==> config.mk <==
export PLATFORM = sky130hd
export DESIGN_NAME = irq_vector_unit
export DESIGN_NICKNAME = d
export VERILOG_FILES = /design/src/rtl/irqv_pkg.sv /design/src/rtl/irqv_arbiter.sv /design/src/rtl/irqv_vecgen.sv /design/src/rtl/irqv_ctx.sv /design/src/rtl/irq_vector_unit.sv
export SDC_FILE = /design/constraint.sdc
export NUM_CORES = 1
export LEC_CHECK = 0
export CORE_MARGIN = 2
export CORE_UTILIZATION = 45
export DETAILED_ROUTE_END_ITERATION = 10
export GPL_ROUTABILITY_DRIVEN = 1
export GPL_TIMING_DRIVEN = 0
export PLACE_DENSITY = 0.69
export SLEW_MARGIN = 20
export SYNTH_ARGS = -nofsm -noshare
export SYNTH_HDL_FRONTEND = slang
export SYNTH_HIERARCHICAL = 1
export SYNTH_SLANG_ARGS = --single-unit
==> constraint.sdc <==
create_clock -name clk -period 3.33 [get_ports clk]
set_input_delay 0.666 -clock clk [delete_from_list [all_inputs] [get_ports clk]]
set_output_delay 0.666 -clock clk [all_outputs]
set_load 0.05 [all_outputs]
==> src/rtl/irqv_pkg.sv <==
package irqv_pkg;

    localparam int NUM_SRC  = 15;
    localparam int NUM_CRIT = 4;
    localparam int SRC_W    = $clog2(NUM_SRC);
    localparam int OFFS_W   = 16;

    typedef enum logic [1:0] {
        EV_NONE,
        EV_IRQ,
        EV_RFI,
        EV_RFCI
    } ev_e;

    // Fixed handler offset per source index; sources of one type share a value.
    function automatic logic [OFFS_W-1:0] src_offset(input logic [SRC_W-1:0] idx);
        case (idx)
            4'd0:    return 16'h0100;
            4'd1:    return 16'h0200;
            4'd2:    return 16'h0200;
            4'd3:    return 16'h1020;
            4'd4:    return 16'h0300;
            4'd5:    return 16'h0400;
            4'd6:    return 16'h0500;
            4'd7:    return 16'h0600;
            4'd8:    return 16'h0700;
            4'd9:    return 16'h0800;
            4'd10:   return 16'h0C00;
            4'd11:   return 16'h0F20;
            4'd12:   return 16'h1000;
            4'd13:   return 16'h1010;
            4'd14:   return 16'h1100;
            default: return 16'h0000;
        endcase
    endfunction

endpackage

==> src/rtl/irqv_arbiter.sv <==
module irqv_arbiter
    import irqv_pkg::*;
#(
    parameter int N_SRC  = NUM_SRC,
    parameter int N_CRIT = NUM_CRIT,
    localparam int IW    = $clog2(N_SRC)
) (
    input  logic [N_SRC-1:0] req,
    input  logic             ext_en,
    input  logic             crit_en,
    output logic             grant_valid,
    output logic [IW-1:0]    grant_idx,
    output logic             grant_crit
);

    logic [N_SRC-1:0] elig;

    for (genvar g = 0; g < N_SRC; g++) begin : g_elig
        if (g < N_CRIT) begin : g_crit
            assign elig[g] = req[g] & crit_en;
        end else begin : g_norm
            assign elig[g] = req[g] & ext_en;
        end
    end

    always_comb begin
        grant_valid = |elig;
        grant_idx   = '0;
        for (int i = N_SRC - 1; i >= 0; i--) begin
            if (elig[i]) grant_idx = IW'(i);
        end
    end

    assign grant_crit = grant_valid && (grant_idx < IW'(N_CRIT));

endmodule

==> src/rtl/irqv_vecgen.sv <==
module irqv_vecgen
    import irqv_pkg::*;
#(
    parameter int AW     = 32,
    parameter int PFX_W  = 16,
    localparam int LOW_W = AW - PFX_W
) (
    input  logic [AW-1:0]    prefix,
    input  logic [SRC_W-1:0] idx,
    output logic [AW-1:0]    vector
);

    logic [OFFS_W-1:0] offs;

    always_comb begin
        offs   = src_offset(idx);
        vector = {prefix[AW-1 -: PFX_W], LOW_W'(offs)};
    end

endmodule

==> src/rtl/irqv_ctx.sv <==
module irqv_ctx
    import irqv_pkg::*;
#(
    parameter int AW     = 32,
    parameter int MSR_W  = 32,
    parameter int EE_BIT = 15,
    parameter int CE_BIT = 17
) (
    input  logic             clk,
    input  logic             rst_n,
    input  logic             grant_valid,
    input  logic             grant_crit,
    input  logic [AW-1:0]    vector,
    input  logic             rfi,
    input  logic             rfci,
    input  logic [AW-1:0]    cur_pc,
    input  logic [MSR_W-1:0] cur_msr,
    input  logic             pfx_we,
    input  logic [AW-1:0]    pfx_wdata,
    output logic [AW-1:0]    prefix,
    output logic             redirect_valid,
    output logic [AW-1:0]    redirect_pc,
    output logic [MSR_W-1:0] msr_out
);

    typedef struct packed {
        logic [AW-1:0]    prefix;
        logic [AW-1:0]    save_pc_n;
        logic [MSR_W-1:0] save_st_n;
        logic [AW-1:0]    save_pc_c;
        logic [MSR_W-1:0] save_st_c;
        logic             rv;
        logic [AW-1:0]    rpc;
        logic [MSR_W-1:0] rmsr;
    } ctx_t;

    ctx_t ctx_d, ctx_q;
    ev_e  ev;

    always_comb begin
        ev = EV_NONE;
        if (!ctx_q.rv) begin
            if (rfci)             ev = EV_RFCI;
            else if (rfi)         ev = EV_RFI;
            else if (grant_valid) ev = EV_IRQ;
        end

        ctx_d    = ctx_q;
        ctx_d.rv = 1'b0;
        if (pfx_we) ctx_d.prefix = pfx_wdata;

        case (ev)
            EV_IRQ: begin
                ctx_d.rv   = 1'b1;
                ctx_d.rpc  = vector;
                ctx_d.rmsr = cur_msr;
                ctx_d.rmsr[EE_BIT] = 1'b0;
                if (grant_crit) begin
                    ctx_d.save_pc_c = cur_pc;
                    ctx_d.save_st_c = cur_msr;
                    ctx_d.rmsr[CE_BIT] = 1'b0;
                end else begin
                    ctx_d.save_pc_n = cur_pc;
                    ctx_d.save_st_n = cur_msr;
                end
            end
            EV_RFI: begin
                ctx_d.rv   = 1'b1;
                ctx_d.rpc  = ctx_q.save_pc_n;
                ctx_d.rmsr = ctx_q.save_st_n;
            end
            EV_RFCI: begin
                ctx_d.rv   = 1'b1;
                ctx_d.rpc  = ctx_q.save_pc_c;
                ctx_d.rmsr = ctx_q.save_st_c;
            end
            default: ;
        endcase
    end

    always_ff @(posedge clk) begin
        if (!rst_n) ctx_q <= '0;
        else        ctx_q <= ctx_d;
    end

    assign prefix         = ctx_q.prefix;
    assign redirect_valid = ctx_q.rv;
    assign redirect_pc    = ctx_q.rpc;
    assign msr_out        = ctx_q.rmsr;

endmodule

==> src/rtl/irq_vector_unit.sv <==
module irq_vector_unit
    import irqv_pkg::*;
#(
    parameter int AW     = 32,
    parameter int MSR_W  = 32,
    parameter int PFX_W  = 16,
    parameter int EE_BIT = 15,
    parameter int CE_BIT = 17
) (
    input  logic               clk,
    input  logic               rst_n,
    input  logic [NUM_SRC-1:0] irq_req,
    input  logic [AW-1:0]      cur_pc,
    input  logic [MSR_W-1:0]   cur_msr,
    input  logic               pfx_we,
    input  logic [AW-1:0]      pfx_wdata,
    input  logic               rfi,
    input  logic               rfci,
    output logic               redirect_valid,
    output logic [AW-1:0]      redirect_pc,
    output logic [MSR_W-1:0]   msr_out
);

    logic             arb_valid;
    logic [SRC_W-1:0] arb_idx;
    logic             arb_crit;
    logic [AW-1:0]    vec_addr;
    logic [AW-1:0]    pfx_q;

    irqv_arbiter #(
        .N_SRC  (NUM_SRC),
        .N_CRIT (NUM_CRIT)
    ) u_arb (
        .req         (irq_req),
        .ext_en      (cur_msr[EE_BIT]),
        .crit_en     (cur_msr[CE_BIT]),
        .grant_valid (arb_valid),
        .grant_idx   (arb_idx),
        .grant_crit  (arb_crit)
    );

    irqv_vecgen #(
        .AW    (AW),
        .PFX_W (PFX_W)
    ) u_vec (
        .prefix (pfx_q),
        .idx    (arb_idx),
        .vector (vec_addr)
    );

    irqv_ctx #(
        .AW     (AW),
        .MSR_W  (MSR_W),
        .EE_BIT (EE_BIT),
        .CE_BIT (CE_BIT)
    ) u_ctx (
        .clk            (clk),
        .rst_n          (rst_n),
        .grant_valid    (arb_valid),
        .grant_crit     (arb_crit),
        .vector         (vec_addr),
        .rfi            (rfi),
        .rfci           (rfci),
        .cur_pc         (cur_pc),
        .cur_msr        (cur_msr),
        .pfx_we         (pfx_we),
        .pfx_wdata      (pfx_wdata),
        .prefix         (pfx_q),
        .redirect_valid (redirect_valid),
        .redirect_pc    (redirect_pc),
        .msr_out        (msr_out)
    );

endmodule

==> impl_metrics.tcl <==
set metrics [dict create \
    status "finished clean" \
    cp_slowest_cell "clkdlybuf4s50_1" \
    start_util_pct 45.61 \
    core-area_um2 22570 \
    cp_slowest_stage_delay_ps 620 \
    rsz0062_at_grt "true" \
    finalClockSkew_ps 10.38 \
    port-buffer-count 162 \
    cts-buffers-inserted 23 \
    finalCritPeriodShare_pct 96.37 \
    first_pass_iters 5 \
    cts-htree-levels 1 \
    die_h_um 155.3 \
    drtIter0Drc 521 \
    power_density_nw_per_um2 479.0 \
    maxSlewHeadroom_pct 31.75 \
    cts_buffer_depth 3 \
    critPathMaxFanout 10 \
    vias 8927 \
    gp_congestion 0.8443 \
    hold_ws_ps 453.3 \
    drive_gt1_share_pct 15.36 \
    routed_wl_um 28680 \
    tritoncts "yes" \
    vias_per_cell 5.199 \
    overflow 0 \
    area_growth_pct 27.14 \
    grt_max_degree 13 \
    yosys_warnings 6 \
    p_leak_nw 4.965 \
    clock_sinks 209 \
    final_nets 1539 \
    drv_cap 0 \
    grt_pass1_wl_um 45340 \
    antenna_found_initial 1 \
    syn_area_um2 10290 \
    syn-mean-instance-area_um2 8.445 \
    fp.dieW_um 155.3 \
    drtAntennaViolNets 0 \
    nFillCells 2100 \
    fin_util_pct 57.99 \
    netlist_instances 1219 \
    clkTransAtPathRegs_ps 60 \
    io_pins 181 \
    endpoint_kind "register" \
    setup_violations 0 \
    avgRoutedWirePerCell_um 16.71 \
    antennaDiodeCount 0 \
    tightest_slew_ps 1016 \
    grt_usage_pct 23.35 \
    worstPathCellList "clkdlybuf4s50_1, o41a_1, nand3b_1, nor3_1, nor2_2, buf_2, buf_2, a21oi_1" \
    worstHoldPathType "reg -> reg" \
    grt_pass1_vias 8676 \
    finalCriticalPeriod_ps 3209 \
    path_common_cell "buf_2" \
    cts_hold_buf 0 \
    drc_errors 0 \
    place_hpwl_um 20360 \
    critPathLaunchType "primary input" \
    path_class "in -> reg" \
    max_freq_mhz 311.6 \
    power.total_mw 6.269 \
    std_cell_rows 55 \
    ir_worst_vdd_uv 327.4 \
    clk_latency_ps 510 \
    dieArea_um2 24100 \
    drv_slew 0 \
    cp.arrival_ps 3590 \
    finalHoldViolCount 0 \
    root_buffer "clkbuf_16" \
    required_ps 3710 \
]
per-stage QoR:
step | instances | area, um2 | setup slack [ps] | TNS (ps)
CTS | 1715 | 13030 | 12.70 | 0
detailed placement | 1674 | 12300 | -1253 | -40740
floorplan | 1227 | 10320 | 427.4 | 0
global route | 1717 | 13090 | -2.947 | -2.947
finish | 1717 | 13090 | 120.7 | 0
global placement | 1674 | 12300 | -1182 | -37920
area by class of cell:
cell class / instances / area [um2] / share of cell area [%]
Buffer: 208 / 1323 / 10.10
Clock buffer: 34 / 666.9 / 5.095
Clock inverter: 6 / 33.78 / 0.2581
Inverter: 5 / 18.77 / 0.1434
Multi-Input combinational cell: 805 / 4857 / 37.11
Sequential cell: 209 / 4184 / 31.97
Tap cell: 285 / 356.6 / 2.724
Timing Repair Buffer: 165 / 1649 / 12.60
worst max-delay path, delay by kind of cell:
kind / cells / cell delay [ps]
AOI/OAI and AO/OA: 2 / 600
buffers and inverters: 3 / 1310
and+or+nand+nor: 3 / 1000
where the power goes:
part | internal (mW) | switching [mW]
combinational | 0.543 | 0.668
clock | 1.38 | 1.01
sequential | 2.61 | 0.0564
registers in the layout, indices dropped and copies added (netlist names):
register / flops
u_ctx/redirect_pc: 32
u_ctx/redirect_valid: 1
u_ctx/msr_out: 32
u_ctx/ctx_q: 128
u_ctx/prefix: 16
layer usage:
layer	share of wire [%]	global-route usage (%)	up-vias
li1	-	-	4455
met2	47	39.70	241
met3	5.5	3.315	37
met4	1.7	6.291	2
met1	46	31.19	4192
met5	0.045	0	-
placed cells by master, fill, tap and decap left out, drive strengths merged, types with 61 or more instances in the layout:
master / n
buf: 165
clkdlybuf4s50: 159
a21oi: 66
o21ai: 72
a21boi: 128
nand2: 259
clkbuf: 80
dfxtp: 209
a22oi: 61
a2bb2oi: 61
nor2b: 83
repair_timing:
| item | CTS | global route |
|---|---|---|
| resized for setup | 6 | 8 |
| pin swaps | 1 | 4 |
| buffers inserted | 1 | 2 |
| endpoints found under the setup margin | 6 | 8 |
path summary, 6_finish.rpt:
| path | from | end | slack (ps) | cells past startpoint |
|---|---|---|---|---|
| worst max-delay path | cur_msr[17] | u_ctx/redirect_pc[15] | 120 | 8 |
| worst min-delay path | u_ctx/ctx_q[122] | u_ctx/ctx_q[122] | 450 | 2 |
| worst max register to register | u_ctx/redirect_valid | u_ctx/redirect_pc[12] | 1190 | 5 |
| worst min register to register | u_ctx/ctx_q[122] | u_ctx/ctx_q[122] | 450 | 2 |
Power figures use the tool's default switching activity.
